$ cat src/rtl/spi_shift_pkg.sv
package spi_shift_pkg;

  localparam int DATA_W = 8;

  localparam logic ADDR_CTRL = 1'b0;
  localparam logic ADDR_DATA = 1'b1;

  typedef struct packed {
    logic [1:0] spare;
    logic       idle_low;
    logic       edge_sel;
    logic       msb_first;
    logic       sel_en;
    logic       coll;
    logic       done;
  } spi_ctrl_t;

endpackage

$ cat src/rtl/spi_regs.sv
module spi_regs
  import spi_shift_pkg::*;
#(
  parameter bit COLL_EN = 1'b1
) (
  input  logic              clk,
  input  logic              rst_n,
  input  logic              we,
  input  logic              addr,
  input  logic [DATA_W-1:0] wdata,
  input  logic              busy,
  input  logic              last_edge,
  input  logic [DATA_W-1:0] shreg,
  output spi_ctrl_t         ctrl,
  output logic [DATA_W-1:0] rdata
);

  spi_ctrl_t ctrl_q, ctrl_d;
  logic      ctrl_we, data_we;

  assign ctrl_we = we && (addr == ADDR_CTRL);
  assign data_we = we && (addr == ADDR_DATA);

  always_comb begin
    ctrl_d = ctrl_q;
    if (ctrl_we) begin
      ctrl_d.spare     = wdata[7:6];
      ctrl_d.idle_low  = wdata[5];
      ctrl_d.edge_sel  = wdata[4];
      ctrl_d.msb_first = wdata[3];
      ctrl_d.sel_en    = wdata[2];
      ctrl_d.coll      = ctrl_q.coll & wdata[1];
      ctrl_d.done      = ctrl_q.done & wdata[0];
    end
    if (last_edge) begin
      ctrl_d.done = 1'b1;
    end
    if (COLL_EN && data_we && busy) begin
      ctrl_d.coll = 1'b1;
    end
    if (!COLL_EN) begin
      ctrl_d.coll = 1'b0;
    end
  end

  always_ff @(posedge clk or negedge rst_n) begin
    if (!rst_n) begin
      ctrl_q <= '0;
    end else begin
      ctrl_q <= ctrl_d;
    end
  end

  assign ctrl  = ctrl_q;
  assign rdata = (addr == ADDR_DATA) ? shreg : ctrl_q;


  coll_set_cause_chk: assert property (@(posedge clk) disable iff (!rst_n)
    $rose(ctrl_q.coll) |-> $past(data_we && busy));


  done_set_cause_chk: assert property (@(posedge clk) disable iff (!rst_n)
    $rose(ctrl_q.done) |-> $past(last_edge));

endmodule

$ cat src/rtl/spi_clkgen.sv
module spi_clkgen #(
  parameter int CLK_DIV     = 2,
  parameter int SYNC_STAGES = 2
) (
  input  logic clk,
  input  logic rst_n,
  input  logic is_master,
  input  logic start,
  input  logic last_edge,
  input  logic idle_lvl,
  input  logic sel_en,
  input  logic sck_i,
  input  logic sdi_i,
  input  logic scs_n_i,
  output logic sck_lvl,
  output logic edge_pulse,
  output logic edge_rise,
  output logic sdi_smp,
  output logic running,
  output logic deselect
);

  localparam int CW = (CLK_DIV > 1) ? $clog2(CLK_DIV) : 1;
  localparam logic [CW-1:0] DIV_LAST = CW'(CLK_DIV - 1);

  // master clock generation
  logic [CW-1:0] div_q, div_d;
  logic          lvl_q, lvl_d;
  logic          run_q, run_d;
  logic          tick;

  assign tick = run_q && (div_q == DIV_LAST);

  always_comb begin
    div_d = div_q;
    lvl_d = lvl_q;
    run_d = run_q;
    if (!run_q) begin
      lvl_d = idle_lvl;
      div_d = '0;
      if (start) begin
        run_d = 1'b1;
      end
    end else if (tick) begin
      div_d = '0;
      lvl_d = ~lvl_q;
      if (last_edge) begin
        run_d = 1'b0;
      end
    end else begin
      div_d = div_q + 1'b1;
    end
  end

  always_ff @(posedge clk or negedge rst_n) begin
    if (!rst_n) begin
      div_q <= '0;
      lvl_q <= 1'b1;
      run_q <= 1'b0;
    end else begin
      div_q <= div_d;
      lvl_q <= lvl_d;
      run_q <= run_d;
    end
  end

  // slave input synchronisers; clock and select reset to their idle
  // values so that reset release creates no false edge
  logic [SYNC_STAGES-1:0] sck_pipe, sdi_pipe, scs_pipe;
  logic                   sck_prev;
  logic                   sck_s, sdi_s, scs_s, slave_edge;

  always_ff @(posedge clk or negedge rst_n) begin
    if (!rst_n) begin
      sck_pipe <= '1;
      scs_pipe <= '1;
      sdi_pipe <= '0;
      sck_prev <= 1'b1;
    end else begin
      sck_pipe <= {sck_pipe[SYNC_STAGES-2:0], sck_i};
      scs_pipe <= {scs_pipe[SYNC_STAGES-2:0], scs_n_i};
      sdi_pipe <= {sdi_pipe[SYNC_STAGES-2:0], sdi_i};
      sck_prev <= sck_pipe[SYNC_STAGES-1];
    end
  end

  assign sck_s      = sck_pipe[SYNC_STAGES-1];
  assign sdi_s      = sdi_pipe[SYNC_STAGES-1];
  assign scs_s      = scs_pipe[SYNC_STAGES-1];
  assign slave_edge = (sck_s ^ sck_prev) && (!sel_en || !scs_s);

  assign edge_pulse = is_master ? tick    : slave_edge;
  assign edge_rise  = is_master ? ~lvl_q  : sck_s;
  assign sdi_smp    = is_master ? sdi_i   : sdi_s;
  assign deselect   = !is_master && sel_en && scs_s;
  assign sck_lvl    = lvl_q;
  assign running    = run_q;


  idle_level_chk: assert property (@(posedge clk) disable iff (!rst_n)
    (!run_q && $past(!run_q) && $stable(idle_lvl)) |-> (lvl_q == idle_lvl));

endmodule

$ cat src/rtl/spi_shifter.sv
module spi_shifter #(
  parameter int W = 8
) (
  input  logic         clk,
  input  logic         rst_n,
  input  logic         load,
  input  logic [W-1:0] wdata,
  input  logic         edge_pulse,
  input  logic         edge_rise,
  input  logic         cap_rise,
  input  logic         msb_first,
  input  logic         sdi_smp,
  input  logic         deselect,
  output logic [W-1:0] shreg,
  output logic         sdo,
  output logic         busy,
  output logic         last_edge
);

  localparam int EDGES = 2 * W;
  localparam int CNT_W = $clog2(EDGES);
  localparam logic [CNT_W-1:0] CNT_LAST = CNT_W'(EDGES - 1);

  logic [W-1:0]     sh_q, sh_d;
  logic             sdo_q, sdo_d;
  logic [CNT_W-1:0] cnt_q, cnt_d;
  logic             capture, drive;

  assign capture   = edge_pulse && (edge_rise == cap_rise);
  assign drive     = edge_pulse && !capture;
  assign last_edge = edge_pulse && !deselect && (cnt_q == CNT_LAST);

  always_comb begin
    cnt_d = cnt_q;
    if (deselect) begin
      cnt_d = '0;
    end else if (edge_pulse) begin
      cnt_d = last_edge ? '0 : cnt_q + 1'b1;
    end
  end

  always_comb begin
    sh_d  = sh_q;
    sdo_d = sdo_q;
    if (load) begin
      sh_d  = wdata;
      sdo_d = msb_first ? wdata[W-1] : wdata[0];
    end else begin
      if (capture) begin
        sh_d = msb_first ? {sh_q[W-2:0], sdi_smp} : {sdi_smp, sh_q[W-1:1]};
      end
      if (drive) begin
        sdo_d = msb_first ? sh_q[W-1] : sh_q[0];
      end
    end
  end

  always_ff @(posedge clk or negedge rst_n) begin
    if (!rst_n) begin
      sh_q  <= '0;
      sdo_q <= 1'b0;
      cnt_q <= '0;
    end else begin
      sh_q  <= sh_d;
      sdo_q <= sdo_d;
      cnt_q <= cnt_d;
    end
  end

  assign shreg = sh_q;
  assign sdo   = sdo_q;
  assign busy  = (cnt_q != '0);


  sdo_hold_on_capture_chk: assert property (@(posedge clk) disable iff (!rst_n)
    (capture && !load) |=> $stable(sdo_q));


  deselect_clear_chk: assert property (@(posedge clk) disable iff (!rst_n)
    deselect |=> !busy);

endmodule

$ cat src/rtl/spi_shift_unit.sv
module spi_shift_unit
  import spi_shift_pkg::*;
#(
  parameter int CLK_DIV     = 2,
  parameter bit COLL_EN     = 1'b1,
  parameter int SYNC_STAGES = 2
) (
  input  logic              clk,
  input  logic              rst_n,
  input  logic              is_master,
  input  logic              reg_we,
  input  logic              reg_addr,
  input  logic [DATA_W-1:0] reg_wdata,
  output logic [DATA_W-1:0] reg_rdata,
  input  logic              sck_i,
  output logic              sck_o,
  output logic              sck_oe,
  input  logic              sdi,
  output logic              sdo,
  input  logic              scs_n_i,
  output logic              scs_n_o,
  output logic              scs_n_oe
);

  // reset: asserted asynchronously, released on the clock
  logic [1:0] rst_pipe;
  logic       rst_n_s;

  always_ff @(posedge clk or negedge rst_n) begin
    if (!rst_n) begin
      rst_pipe <= 2'b00;
    end else begin
      rst_pipe <= {rst_pipe[0], 1'b1};
    end
  end
  assign rst_n_s = rst_pipe[1];

  spi_ctrl_t         ctrl;
  logic [DATA_W-1:0] shreg;
  logic              sh_busy, running, busy, last_edge;
  logic              data_we, load, start;
  logic              edge_pulse, edge_rise, sdi_smp, deselect, sck_lvl;

  assign busy    = sh_busy | running;
  assign data_we = reg_we && (reg_addr == ADDR_DATA);
  assign load    = data_we && !busy;
  assign start   = load && is_master;

  spi_regs #(.COLL_EN(COLL_EN)) u_regs (
    .clk       (clk),
    .rst_n     (rst_n_s),
    .we        (reg_we),
    .addr      (reg_addr),
    .wdata     (reg_wdata),
    .busy      (busy),
    .last_edge (last_edge),
    .shreg     (shreg),
    .ctrl      (ctrl),
    .rdata     (reg_rdata)
  );

  spi_clkgen #(.CLK_DIV(CLK_DIV), .SYNC_STAGES(SYNC_STAGES)) u_clkgen (
    .clk        (clk),
    .rst_n      (rst_n_s),
    .is_master  (is_master),
    .start      (start),
    .last_edge  (last_edge),
    .idle_lvl   (~ctrl.idle_low),
    .sel_en     (ctrl.sel_en),
    .sck_i      (sck_i),
    .sdi_i      (sdi),
    .scs_n_i    (scs_n_i),
    .sck_lvl    (sck_lvl),
    .edge_pulse (edge_pulse),
    .edge_rise  (edge_rise),
    .sdi_smp    (sdi_smp),
    .running    (running),
    .deselect   (deselect)
  );

  spi_shifter #(.W(DATA_W)) u_shifter (
    .clk        (clk),
    .rst_n      (rst_n_s),
    .load       (load),
    .wdata      (reg_wdata),
    .edge_pulse (edge_pulse),
    .edge_rise  (edge_rise),
    .cap_rise   (ctrl.idle_low == ctrl.edge_sel),
    .msb_first  (ctrl.msb_first),
    .sdi_smp    (sdi_smp),
    .deselect   (deselect),
    .shreg      (shreg),
    .sdo        (sdo),
    .busy       (sh_busy),
    .last_edge  (last_edge)
  );

  assign sck_o    = sck_lvl;
  assign sck_oe   = is_master;
  assign scs_n_o  = ~running;
  assign scs_n_oe = is_master & ctrl.sel_en;

endmodule

$ cat config.mk
export PLATFORM = sky130hd
export DESIGN_NAME = spi_shift_unit
export DESIGN_NICKNAME = d
export VERILOG_FILES = /design/src/rtl/spi_shift_pkg.sv /design/src/rtl/spi_regs.sv /design/src/rtl/spi_clkgen.sv /design/src/rtl/spi_shifter.sv /design/src/rtl/spi_shift_unit.sv
export SDC_FILE = /design/constraint.sdc
export NUM_CORES = 1
export LEC_CHECK = 0
export ABC_AREA = 0
export BUFFER_PORTS_ARGS = -buffer_cell sky130_fd_sc_hd__buf_2
export CORE_ASPECT_RATIO = 0.5
export CORE_MARGIN = 1.5
export CORE_UTILIZATION = 40
export DETAILED_ROUTE_END_ITERATION = 8
export PLACE_DENSITY_LB_ADDON = 0.3
export SYNTH_ARGS = -nofsm -noshare
export SYNTH_HDL_FRONTEND = slang
export SYNTH_SLANG_ARGS = --single-unit
$ cat constraint.sdc
create_clock -name clk -period 1.32 [get_ports clk]
set_input_delay 0.066 -clock clk [delete_from_list [all_inputs] [get_ports clk]]
set_output_delay 0.066 -clock clk [all_outputs]
set_load 0.01 [all_outputs]
==> results.yml <==
timing:
  max_freq_mhz: 526
  fin_crit_ns: 1.90
  final_max_slew_viol_count: 0
  setup_ws_ns: -0.582
  setup_viol: 17
  worst_clock_skew_ns: 0.00460
  rsz0062_at_grt: "yes"
  min_period_over_period: 1.44
  fin_setup_tns_ns: -5.44
  hold_violations: 0
global_route:
  grt_pass1_vias: 1372
  grt_start_max_net_pins: 32
  antenna_found_initial: 0
  grt_pass1_wl_mm: 6.82
  track_usage: 0.194
  gr-total-overflow: 0
setup_path:
  start_kind: "flip-flop"
  required_ns: 1.48
  rr_endpoint: "u_shifter.sdo"
  r2r_setup_slack_ns: -0.58
  critPathArrivalTime_ns: 2.07
  path_max_fanout: 2
  worstSetupPathType: "flip-flop to flip-flop"
  worstReg2RegStart: "u_shifter.cnt_q[1]"
  rr_worst_depth: 6
  crit_path_end_kind: "flip-flop"
logic_synthesis:
  syn_inst: 145
  synth_seq_cells: 33
  post_synth.cell_area_avg_um2: 12.0
  synth_fp_nets: 163
  synth_cell_types: 39
  ys_seq_area_frac: 0.478
  yosys_warnings: 0
  synth_area_um2: 1740
cells_and_area:
  syn_to_final_growth_pct: 41.1
  layout.nets: 234
  antenna_cells: 0
  stdcell_area_um2: 2460
  fill_cells: 326
  regArea_um2: 835
  finalNonFillerCells: 271
  utilization: 0.608
  final_layout_size_suffix_gt1_frac: 0.576
  multiInputGateArea_um2: 931
drt:
  vias: 1383
  totalWireLength_mm: 4.10
  ant_nets: 0
  firstDrtPassIters: 4
  wl_met1_mm: 2.02
  drc_errors: 0
  met3WireLength_um: 208
  met2_length_mm: 1.86
  viasPerCell: 5.10
  highest-signal-layer: "met4"
  wire_per_inst_um: 15.1
  drt-initial-drc-count: 51
power:
  ir_drop_uv: 574
  p_per_area_nw_per_um2: 1780
  p_leak_nw: 1.15
die:
  dieArea_um2: 4790
  num_rows: 16
  core_um2: 4040
  num_io_pins: 29
  initial_core_util: 0.431
  die_h_um: 49.7
  die_w_um: 96.4
placement:
  hpwl_mm: 2.92
  place.gp.congestion: 0.787
  io_buffers: 28
  dp_cells: 255
  dp_slack_ns: -0.616
  place_area_um2: 2190
worst_hold_path:
  hold-path-cell-count: 3
  hp-class: "input pin to flip-flop"
  holdPathEnd: "u_regs.ctrl[1]"
  min-delay-start: "reg_wdata[1]"
clock_tree:
  path_clk_slew_ns: 0.07
  cts_htree_levels: 2
  cts_sinks: 33
  clock_latency_ns: 0.28
  cts_root_buf: "clkbuf_8"
  cts_buffers: 5
  cts_tree: "done"
  cts_buffer_depth: 2
status:
  violations: "negative setup slack"
  status: "finished with violations"
job:
  drv_cap: 0
==> critical path, stage by stage (launching register included) <==
cell and delay [ns]:
dfrtp_1 0.38, inv_2 0.08, ha_4 0.13, nor4b_4 0.22, and3_4 0.23, mux4_2 0.48
mux2_4 0.26
==> where the power goes <==
| part | leakage (nW) | internal, W | switching (W) |
|---|---|---|---|
| clock | 0.0395 | 0.000375 | 0.000353 |
| sequential | 0.393 | 0.00131 | 0.000254 |
| combinational | 0.717 | 0.00124 | 0.000837 |
==> worst max path at each step <==
stage / startpoint / endpoint / slack [ns] / cells after the start
4_1_cts: u_shifter.cnt_q[1] / u_shifter.sdo / -0.59 / 6
3_3_place_gp: u_shifter.cnt_q[1] / u_shifter.sdo / -0.54 / 6
3_5_place_dp: u_shifter.cnt_q[1] / u_shifter.shreg[3] / -0.62 / 7
5_1_grt: u_shifter.cnt_q[1] / u_shifter.sdo / -0.66 / 6
2_1_floorplan: u_shifter.cnt_q[0] / u_shifter.sdo / -0.66 / 7
6_report: u_shifter.cnt_q[1] / u_shifter.sdo / -0.58 / 6
==> per-stage QoR <==
| step | hold slack, ns | total power [W] |
|---|---|---|
| after floorplan | -0.230 | 0.00259 |
| after global placement | -0.148 | 0.00331 |
| after detailed placement | -0.147 | 0.00336 |
| after CTS | 0.0144 | 0.00429 |
| after global routing | 0.0237 | 0.00466 |
| final | 0.0214 | 0.00437 |
==> cells in the mapped netlist <==
cell,count,area (µm²)
buf_6,2,22.5
xnor2_1,1,8.76
o21bai_1,1,7.51
nor3b_1,1,7.51
mux2_2,29,327
mux2i_1,4,40.0
o31ai_1,2,15.0
o211ai_1,3,22.5
a32o_1,1,10.0
nand4_1,1,6.26
o31a_1,1,8.76
nor2b_1,1,6.26
nand2b_1,2,12.5
nand3_2,1,10.0
or2b_1,1,7.51
buf_4,1,7.51
nor2_1,4,15.0
a21oi_1,8,40.0
conb_1,1,3.75
ha_1,2,25.0
nor4b_2,1,15.0
nand2_1,10,37.5
nand3_1,1,5.00
and2_1,2,12.5
mux4_2,1,22.5
mux2_4,4,60.1
and3_1,1,6.26
clkbuf_1,1,3.75
a32oi_1,1,8.76
buf_2,1,5.00
buf_1,2,7.51
o21ai_0,6,30.0
or2_2,1,6.26
o311ai_0,4,35.0
inv_1,4,15.0
nor3_1,2,10.0
dfrtp_1,27,676
dfstp_2,6,158
xor2_1,3,26.3
==> final cells by class <==
class,instances,area share
clock buffer,8,0.0326
inverter,4,0.00610
multi-input combinational,101,0.378
sequential,33,0.339
tap,54,0.0275
timing repair buffer,71,0.216
==> cell usage in the layout, fill, tap and decap left out, drive strengths merged, types with 6 or more instances in the layout <==
master and n:
o21ai 6, buf 67, dfrtp 27, clkbuf 8
nand2 10, a21oi 8, mux2 33, dfstp 6
==> sequential cells by signal, summed over array words and instances, names as in the netlist <==
name and flops:
u_regs.ctrl 8, u_clkgen.scs_pipe 2, u_shifter.shreg 8, u_clkgen.sdi_pipe 2, u_clkgen.sck_lvl 1, u_clkgen.running 1, u_shifter.cnt_q 4, u_shifter.sdo 1
rst_pipe 2, u_clkgen.div_q 1, u_clkgen.sck_pipe 2, u_clkgen.sck_prev 1
==> what timing repair did <==
item / CTS / global route
pin swaps: 4 / 3
setup endpoints to repair: 16 / 20
resized for setup: 17 / 14
gates cloned: 0 / 0
setup buffers: 2 / 3
hold buffers: 4 / 0
endpoints found under the hold margin: 5 / 0
==> cells by family (layout without fill, tap and decap cells) <==
logic type,Yosys count,after routing,share of synthesized area
AOI/OAI and AO/OA,27,27,0.102
xor gates and xnor gates,4,4,0.0201
adders and majority gates,2,2,0.0144
buffers and inverters,11,83,0.0352
DFF,33,33,0.478
muxes,38,38,0.258
other,1,1,0.00215
and+or+nand+nor,29,29,0.0905
==> routing by layer <==
metal	track usage	vias to the layer above
met2	0.305	37
li1	-	664
met5	0	-
met1	0.264	680
met4	0.0531	0
met3	0.0556	2
Note: power is estimated with default switching activity, not from simulation.
